===== src/rtl/shrot_pkg.sv =====
package shrot_pkg;

  typedef enum logic [2:0] {
    OP_SHL     = 3'd0,
    OP_SHR     = 3'd1,
    OP_SAR     = 3'd2,
    OP_ROL     = 3'd3,
    OP_ROR     = 3'd4,
    OP_RCL     = 3'd5,
    OP_RCR     = 3'd6,
    OP_SHL_ALT = 3'd7
  } shiftOp_e;

  // Strobes from control to datapath
  typedef struct packed {
    logic load;  // capture operand, op and flags
    logic step;  // move one bit position
  } stepStrobe_t;

endpackage


===== src/rtl/shrot_ctrl.sv =====
module shrot_ctrl
  import shrot_pkg::*;
#(
  parameter int CNT_W = 8
) (
  input  logic             clk,
  input  logic             rstN,
  input  logic             start,
  input  logic             useCountReg,
  input  logic [CNT_W-1:0] countReg,
  output stepStrobe_t      strobe,
  output logic             busy,
  output logic             done
);

  logic             busyQ;
  logic [CNT_W-1:0] remainQ;
  logic             accept;
  logic [CNT_W-1:0] effCount;

  assign accept   = start && !busyQ;
  assign effCount = useCountReg ? countReg : CNT_W'(1);

  assign strobe.load = accept;
  assign strobe.step = busyQ && (remainQ != '0);
  assign busy        = busyQ;
  assign done        = busyQ && (remainQ == '0);

  always_ff @(posedge clk) begin
    if (!rstN) begin
      busyQ   <= 1'b0;
      remainQ <= '0;
    end else if (accept) begin
      busyQ   <= 1'b1;
      remainQ <= effCount;
    end else if (busyQ) begin
      if (remainQ != '0) remainQ <= remainQ - 1'b1;
      else               busyQ   <= 1'b0;
    end
  end

endmodule


===== src/rtl/shrot_dp.sv =====
module shrot_dp
  import shrot_pkg::*;
#(
  parameter int DATA_W = 16
) (
  input  logic              clk,
  input  logic              rstN,
  input  stepStrobe_t       strobe,
  input  logic [2:0]        opSel,
  input  logic              wordMode,
  input  logic [DATA_W-1:0] operand,
  input  logic              carryIn,
  input  logic              zeroIn,
  input  logic              signIn,
  input  logic              ovfIn,
  output logic [DATA_W-1:0] result,
  output logic              carryOut,
  output logic              ovfOut,
  output logic              zeroOut,
  output logic              signOut
);

  localparam int HALF_W = DATA_W / 2;
  localparam int IDX_W  = $clog2(DATA_W);
  localparam logic [DATA_W-1:0] FULL_MASK = '1;
  localparam logic [DATA_W-1:0] HALF_MASK = {{(DATA_W-HALF_W){1'b0}}, {HALF_W{1'b1}}};

  shiftOp_e          opQ;
  logic              wordQ;
  logic [DATA_W-1:0] valQ;
  logic              carryQ, ovfQ, zeroQ, signQ;

  logic [DATA_W-1:0] curMask, loadMask, nextVal;
  logic [IDX_W-1:0]  topIdx, nextIdx;
  logic              moveLeft, isShift, fill, curTop, newCarry, newTop, newNext, newOvf;

  assign curMask  = wordQ ? FULL_MASK : HALF_MASK;
  assign loadMask = wordMode ? FULL_MASK : HALF_MASK;
  assign topIdx   = wordQ ? IDX_W'(DATA_W-1) : IDX_W'(HALF_W-1);
  assign nextIdx  = topIdx - 1'b1;
  assign curTop   = valQ[topIdx];

  always_comb begin
    moveLeft = 1'b0;
    isShift  = 1'b0;
    fill     = 1'b0;
    unique case (opQ)
      OP_SHL, OP_SHL_ALT: begin moveLeft = 1'b1; isShift = 1'b1; fill = 1'b0;    end
      OP_SHR:             begin moveLeft = 1'b0; isShift = 1'b1; fill = 1'b0;    end
      OP_SAR:             begin moveLeft = 1'b0; isShift = 1'b1; fill = curTop;  end
      OP_ROL:             begin moveLeft = 1'b1; fill = curTop;                  end
      OP_ROR:             begin moveLeft = 1'b0; fill = valQ[0];                 end
      OP_RCL:             begin moveLeft = 1'b1; fill = carryQ;                  end
      OP_RCR:             begin moveLeft = 1'b0; fill = carryQ;                  end
      default:            begin moveLeft = 1'b1; isShift = 1'b1;                 end
    endcase
  end

  always_comb begin
    if (moveLeft) begin
      nextVal  = ((valQ << 1) | {{(DATA_W-1){1'b0}}, fill}) & curMask;
      newCarry = curTop;
    end else begin
      nextVal          = valQ >> 1;
      nextVal[topIdx]  = fill;
      newCarry         = valQ[0];
    end
    newTop  = nextVal[topIdx];
    newNext = nextVal[nextIdx];
    newOvf  = moveLeft ? (newTop ^ newCarry) : (newTop ^ newNext);
  end

  always_ff @(posedge clk) begin
    if (!rstN) begin
      opQ    <= OP_SHL;
      wordQ  <= 1'b0;
      valQ   <= '0;
      carryQ <= 1'b0;
      ovfQ   <= 1'b0;
      zeroQ  <= 1'b0;
      signQ  <= 1'b0;
    end else if (strobe.load) begin
      opQ    <= shiftOp_e'(opSel);
      wordQ  <= wordMode;
      valQ   <= operand & loadMask;
      carryQ <= carryIn;
      ovfQ   <= ovfIn;
      zeroQ  <= zeroIn;
      signQ  <= signIn;
    end else if (strobe.step) begin
      valQ   <= nextVal;
      carryQ <= newCarry;
      ovfQ   <= newOvf;
      if (isShift) begin
        zeroQ <= (nextVal == '0);
        signQ <= newTop;
      end
    end
  end

  assign result   = valQ;
  assign carryOut = carryQ;
  assign ovfOut   = ovfQ;
  assign zeroOut  = zeroQ;
  assign signOut  = signQ;

endmodule


===== src/rtl/shrot_unit.sv =====
module shrot_unit
  import shrot_pkg::*;
#(
  parameter int DATA_W = 16,
  parameter int CNT_W  = 8
) (
  input  logic              clk,
  input  logic              rstN,
  input  logic              start,
  input  logic [2:0]        opSel,
  input  logic              wordMode,
  input  logic              useCountReg,
  input  logic [CNT_W-1:0]  countReg,
  input  logic [DATA_W-1:0] operand,
  input  logic              carryIn,
  input  logic              zeroIn,
  input  logic              signIn,
  input  logic              ovfIn,
  output logic              busy,
  output logic              done,
  output logic [DATA_W-1:0] result,
  output logic              carryOut,
  output logic              ovfOut,
  output logic              zeroOut,
  output logic              signOut
);

  stepStrobe_t strobe;

  shrot_ctrl #(.CNT_W(CNT_W)) u_ctrl (
    .clk         (clk),
    .rstN        (rstN),
    .start       (start),
    .useCountReg (useCountReg),
    .countReg    (countReg),
    .strobe      (strobe),
    .busy        (busy),
    .done        (done)
  );

  shrot_dp #(.DATA_W(DATA_W)) u_dp (
    .clk      (clk),
    .rstN     (rstN),
    .strobe   (strobe),
    .opSel    (opSel),
    .wordMode (wordMode),
    .operand  (operand),
    .carryIn  (carryIn),
    .zeroIn   (zeroIn),
    .signIn   (signIn),
    .ovfIn    (ovfIn),
    .result   (result),
    .carryOut (carryOut),
    .ovfOut   (ovfOut),
    .zeroOut  (zeroOut),
    .signOut  (signOut)
  );

endmodule


===== config.mk =====
export PLATFORM = sky130hd
export DESIGN_NAME = shrot_unit
export DESIGN_NICKNAME = d
export VERILOG_FILES = /design/src/rtl/shrot_pkg.sv /design/src/rtl/shrot_ctrl.sv /design/src/rtl/shrot_dp.sv /design/src/rtl/shrot_unit.sv
export SDC_FILE = /design/constraint.sdc
export NUM_CORES = 1
export LEC_CHECK = 0
export BUFFER_PORTS_ARGS = -buffer_cell sky130_fd_sc_hd__buf_2
export CELL_PAD_IN_SITES_DETAIL_PLACEMENT = 0
export CELL_PAD_IN_SITES_GLOBAL_PLACEMENT = 1
export CORE_ASPECT_RATIO = 1.4
export CORE_MARGIN = 5
export CORE_UTILIZATION = 42
export CTS_BUF_LIST = sky130_fd_sc_hd__clkbuf_4 sky130_fd_sc_hd__clkbuf_8
export CTS_CLUSTER_SIZE = 12
export DETAILED_ROUTE_END_ITERATION = 16
export GPL_TIMING_DRIVEN = 0
export PLACE_DENSITY = 0.87
export SKIP_LAST_GASP = 1
export SLEW_MARGIN = 0
export SYNTH_ARGS = -nofsm -noshare
export SYNTH_HDL_FRONTEND = slang
export SYNTH_HIERARCHICAL = 1
export SYNTH_SLANG_ARGS = --single-unit

===== constraint.sdc =====
create_clock -name clk -period 4.6 [get_ports clk]
set_input_delay 0.69 -clock clk [delete_from_list [all_inputs] [get_ports clk]]
set_output_delay 0.69 -clock clk [all_outputs]
set_load 0.02 [all_outputs]

Yosys cells after proc, flatten, opt, wreduce, memory -nomap -nowiden
Index checks and enable logic that the tools add are counted.
{"block": "op_classes", "multipliers": 0, "reduce_logical": 21, "muxes": 37, "div_mod_pow": 0, "bitwise": 5, "eq_ne": 7, "order_cmp": 3, "n_addsub": 2, "n_shift": 0}
{"cell": "16-bit two-way mux", "count": 5}
{"cell": "16-bit bitwise AND", "count": 2}
{"cell": "8-bit two-way mux", "count": 4}
{"cell": "1-bit two-way mux", "count": 20}
{"cell": "16-bit bitwise mux", "count": 1}
{"cell": "16-bit zero test", "count": 1}
{"cell": "16-bit by 1-bit bitwise OR with 16-bit output", "count": 1}
{"cell": "1-bit binary-select mux with 4-bit select", "count": 3}
{"cell": "3-bit equality test, second input constant", "count": 4}
{"cell": "4-bit OR reduction", "count": 3}
{"cell": "4-bit by 5-bit less-than comparator with 1-bit output, second input constant", "count": 2}
{"cell": "8-bit zero test", "count": 1}
{"cell": "2-bit nonzero test", "count": 4}
{"cell": "8-bit nonzero test", "count": 1}
{"cell": "8-bit by 1-bit subtractor with 8-bit output, second input constant", "count": 1}
{"cell": "3-bit by 2-bit equality test with 1-bit output, second input constant", "count": 2}
{"cell": "1-bit demux with 4-bit select", "count": 1}
{"cell": "4-bit by 1-bit >= comparator with 1-bit output, second input constant", "count": 1}
{"cell": "1-bit logical AND", "count": 4}
{"cell": "4-bit two-way mux", "count": 1}
{"cell": "1-bit one-hot mux with 4 select lines", "count": 1}
{"cell": "2-bit AND reduction", "count": 2}
{"cell": "2-bit OR reduction", "count": 2}
{"cell": "4-bit by 1-bit subtractor with 4-bit output, second input constant", "count": 1}
{"cell": "other kinds (6)", "count": 7}
{"block": "totals", "output_inout_bits": 22, "romBits": 0, "mem_bits_rw": 0, "n_memories": 0, "regBits": 33, "latch_bits": 0, "elab_cells": 84}

Logic depth before layout (Yosys ltp)
{"block": "logic_depth", "ltp_word": 13, "mapped_depth": 10, "depth_no_buf": 7}

Hierarchy
Netlist, hierarchy kept.
{"module": "shrot_dp", "seq_area_each_um2": 480.5, "instances": 1, "area_per_inst_um2": 1501.4, "cells_each": 200}
{"module": "shrot_ctrl", "seq_area_each_um2": 180.2, "instances": 1, "area_per_inst_um2": 644.4, "cells_each": 79}

Worst setup path before layout
Ideal clock, no wire load.
{"block": "synth_path", "path_type": "input to register", "start": "input port start", "end": "register u_dp.zeroQ (netlist: u_dp/zeroOut)", "path_slack_ns": 2.332, "required_time_ns": 4.483, "arrival_ns": 2.151, "setup_time_ns": 0.117, "stages": 9, "path_buffers": 3, "path_cell_list": "nand2b_1 -> inv_2 -> buf_2 -> buf_4 -> clkbuf_1 -> inv_1 -> nand2_1 -> nor3_1 -> a32o_1"}
{"block": "synth_via", "elab_chain_len": 3, "word_cells_on_any_way": 5, "classes_between": "mux: 1; reduce/logical: 4"}
{"element": "start: declaration", "line_no": "shrot_unit.sv:9", "source": "input logic start,"}
{"element": "1-bit logical AND (*)", "line_no": "shrot_ctrl.sv:21", "source": "assign accept = start && !busyQ;"}
{"element": "net u_ctrl.accept", "line_no": "shrot_ctrl.sv:18", "source": "logic accept;"}
{"element": "2-bit nonzero test (no line)"}
{"element": "2-bit AND reduction (no line)"}
{"element": "end signal: assignment", "line_no": "shrot_dp.sv:88", "source": "zeroQ <= zeroIn;"}
{"element": "end signal: assignment", "line_no": "shrot_dp.sv:95", "source": "zeroQ <= (nextVal == '0);"}
{"element": "end: declaration", "line_no": "shrot_dp.sv:31", "source": "logic carryQ, ovfQ, zeroQ, signQ;"}
The timed path passes the listed nets; every way through them passes the cells marked *.
A chain may end at the register's enable or synchronous reset.

Worst setup path after layout
{"block": "layout_path", "start": "register u_ctrl.busyQ (netlist: u_ctrl/busy)", "end": "register u_dp.zeroQ (netlist: u_dp/zeroOut)"}
{"block": "layout_via", "elab_chain_len": 4, "word_cells_on_any_way": 7, "classes_between": "mux: 1; reduce/logical: 6"}
{"element": "start: declaration", "line_no": "shrot_ctrl.sv:16", "source": "logic busyQ;"}
{"element": "start signal: assignment", "line_no": "shrot_ctrl.sv:31", "source": "busyQ <= 1'b0;"}
{"element": "start signal: assignment", "line_no": "shrot_ctrl.sv:34", "source": "busyQ <= 1'b1;"}
{"element": "start signal: assignment", "line_no": "shrot_ctrl.sv:38", "source": "else busyQ <= 1'b0;"}
{"element": "1-bit zero test (*)", "line_no": "shrot_ctrl.sv:21"}
{"element": "1-bit logical AND (*)", "line_no": "shrot_ctrl.sv:21"}
{"element": "net u_ctrl.accept", "line_no": "shrot_ctrl.sv:18"}
{"element": "2-bit nonzero test (no line)"}
{"element": "2-bit AND reduction (no line)"}
Marked as above.

==> results by group <==
Status
  • Status: completed

Floorplanning
  • Die width: 70.4 um
  • Die H: ~95 um
  • Die ar.: 6660 um2
  • Starting Density: roughly 44%
  • IO Pins: just under 60
  • Placement row count: 30
  • CORE AREA: between 4000 and 5000 um2

CTS
  • CTS max path bufs: 2
  • Post-cts resize count: 0
  • CTS Hold Buffers Added: 0
  • Clock insertion delay at the later pin of the skew report: roughly 0.28 ns
  • Clk sink count: 33
  • H-Tree Depth: 2
  • Clock buffers created by TritonCTS: 5
  • CTS Root Cell: clkbuf_8
  • CTS tree: built
  • Post-CTS Setup Inserts: 0
  • Clock-pin slew of the registers on the worst-case setup and hold paths: approximately 0.070 ns

Critical path
  • Worst-path maximum fanout: 10
  • CP arrival: 2.75 ns
  • CP max stage cell: clkbuf_1
  • Setup CP Type: flop to flop
  • CP Cell Sequence: buf_2 > nand2b_1 > inv_2 > buf_2 > buf_4 > clkbuf_1 > inv_1 > nand2_1 > nor3_1 > a32o_1
  • Crit path top cell by count: buf_2
  • CP required: about 4.8 ns
  • Setup crit end kind: flop
  • Setup crit start kind: flop
  • Max incr delay on CP: 0.42 ns
  • Worst reg2reg path depth: 10

Global route
  • Largest net degree at the start of global routing: 11
  • Initial antenna violation count: 0
  • Total global-route track usage: 20.0%
  • Vias in the first global route: 2229
  • Global route overflow: 0
  • Global-route wire length before repair: 10700 um

Timing
  • RSZ-0062 raised after global routing: false
  • Slew at the pin closest to its max-slew limit: 0.600 ns
  • Slew margin rel.: 59.9%
  • Tmin final: 2.58 ns
  • Final setup fails: 0
  • Fmax: a little under 400 MHz
  • Final Max Slew Viols: 0
  • Aggregate negative setup slack: 0 ns
  • Fin. Hold Viols: 0
  • Final worst hold slack: 0.509 ns
  • Final Skew: 0.00509 ns
  • Final period util: a little under three fifths

Finish
  • Final #Nets: 380
  • Synthesis-to-finish area growth: 21.0%
  • Layout cells sized above 1: 26.8%
  • Ant diodes: 0
  • Max FFs per register: 16
  • Fillcell total: ~530

Routing
  • Vias: 2308
  • Number of remaining DRC errors: 0
  • ANT nets after route: 0
  • Wire length per cell: 16.1 um
  • 1st-pass router iterations: 4
  • Final WL: 6540 um
  • Post-DR vias/cell: 5.67
  • Drt initial violations: 109

Yosys
  • Top_reg_cell synth: dfxtp_1
  • Mapped Nets: 317
  • Synth top area share: a little under a third
  • EDFF count, synth: 0
  • Yosys warns: 6
  • Async S/R FF share, synth: 0%
  • Syn Inst Count: 279
  • Flops & latches, synth: 33
  • Syn_area_per_cell: 7.69 um2
  • Leading area contributor after synthesis: dfxtp_1
  • Unique masters post-synth: 63
  • Synth Cell Area: 2150 um2
  • Synth top area cells: dfxtp_1 (31%), nand2_1 (8.0%), nand3_1 (3.5%)
  • Sequential share of the synthesized area: 30.8%

Pwr
  • LEAKAGE: 1.09 nW
  • Net Sw Frac: 39.2%
  • Maximum vdd ir drop: 234 uV
  • Flop pwr share: 37.6%
  • Internal: 0.000629 W
  • Power Dens Cells: 398 nW/um2
  • Gate power share: 40.6%
  • Clk pwr share: 21.8%
  • Sw Pwr: 0.000405 W

Min path
  • HP Class: flop to flop
  • Hold path depth: 2

Placed design
  • HPWL after DPL: 4990 um
  • Routability cong.: 0.835
  • Port Buf Inserts: 56

Job
  • Max-cap violations: 0
==> placed cells by master (no fill, tap or decap), drive strengths merged, types with 2 or more instances in the layout <==
master / count
buf: 67
nand2: 47
dfxtp: 33
nor2: 19
clkbuf: 18
o21ai: 17
nand3: 15
a21oi: 14
inv: 9
nor2b: 8
a31oi: 7
mux2i: 6
and3: 6
o311ai: 6
o31ai: 6
nor3: 6
a31o: 5
a311oi: 4
and2: 4
or3: 4
nor4: 4
nand2b: 3
or4: 3
nand4: 2
a21boi: 2
a32o: 2
ha: 2
a211oi: 2
xnor2: 2
nor3b: 2
nor4b: 2
==> power groups by stage <==
stage / Sequential, W / Clock [W] / Combinational [W]
2_1_floorplan: 0.000413 / 0 / 0.000270
3_3_place_gp: 0.000394 / 0 / 0.000415
3_5_place_dp: 0.000394 / 0 / 0.000419
4_1_cts: 0.000388 / 0.000234 / 0.000421
5_1_grt: 0.000397 / 0.000249 / 0.000462
6_report: 0.000389 / 0.000226 / 0.000420
==> cells by family after synthesis <==
group | count (synthesis) | share of synthesized area [%]
compound gates | 77 | 25.2
xor+xnor | 3 | 1.22
fa+ha+maj | 2 | 1.17
buf+inv | 30 | 7.17
flops | 33 | 30.8
mux | 7 | 3.32
simple gates | 127 | 31.1
==> cells in the mapped netlist, types with 7 or more instances <==
library cell	instances
nand2_1	46
nor2b_1	8
nand3_1	15
clkbuf_1	10
inv_1	8
dfxtp_1	33
a21oi_1	13
nor2_1	19
a31oi_1	7
o21ai_0	14
==> critical path, delay by kind of cell, from the launching register on <==
| kind | cells | cell delay (ns) |
|---|---|---|
| AOI/OAI and AO/OA | 1 | 0.25 |
| and+or+nand+nor | 3 | 0.64 |
| buffers and inverters | 6 | 1.26 |
| DFF | 1 | 0.31 |
==> layout make-up <==
type	instances	area, um2	area share, %
tap	64	80.1	3.08
timing repair buffer	56	280	10.8
multi-input combinational	216	1330	51.3
inverter	9	33.8	1.30
sequential	33	661	25.4
clock buffer	8	91.3	3.52
buffer	21	120	4.62
==> stage by stage <==
step                utilization [%]  setup slack (ns)  total power, W  cells  area (um2)
floorplan                         -              2.33        0.000683    279        2150
global placement               51.0              1.73        0.000810    399        2510
detailed placement             51.0              1.72        0.000813    399        2510
CTS                            52.8              1.98         0.00104    407        2600
global route                   52.8              1.74         0.00111    407        2600
finish                         52.8              2.02         0.00103    407        2600
==> worst paths after layout <==
kind | start | endpoint | slack [ns]
worst max-delay path | u_ctrl/busy$_SDFF_PN0_ | u_dp/zeroOut$_SDFFE_PN0P_ | 2.02
worst min-delay path | u_ctrl/remainQ[5]$_SDFFE_PN0P_ | u_ctrl/remainQ[5]$_SDFFE_PN0P_ | 0.51
worst min register to register | u_ctrl/remainQ[5]$_SDFFE_PN0P_ | u_ctrl/remainQ[5]$_SDFFE_PN0P_ | 0.51
worst max register to register | u_ctrl/busy$_SDFF_PN0_ | u_dp/zeroOut$_SDFFE_PN0P_ | 2.02
==> layer usage <==
layer | share of wire [%] | wire, um | up-vias | GRT usage, %
met4 | 1.3 | 87 | 0 | 6.23
met2 | 52 | 3370 | 70 | 36.4
met5 | 0 | 0 | - | 0
met3 | 5.5 | 358 | 10 | 4.37
li1 | - | - | 1147 | -
met1 | 42 | 2720 | 1081 | 23.0
Note: power is estimated with default switching activity, not from simulation.
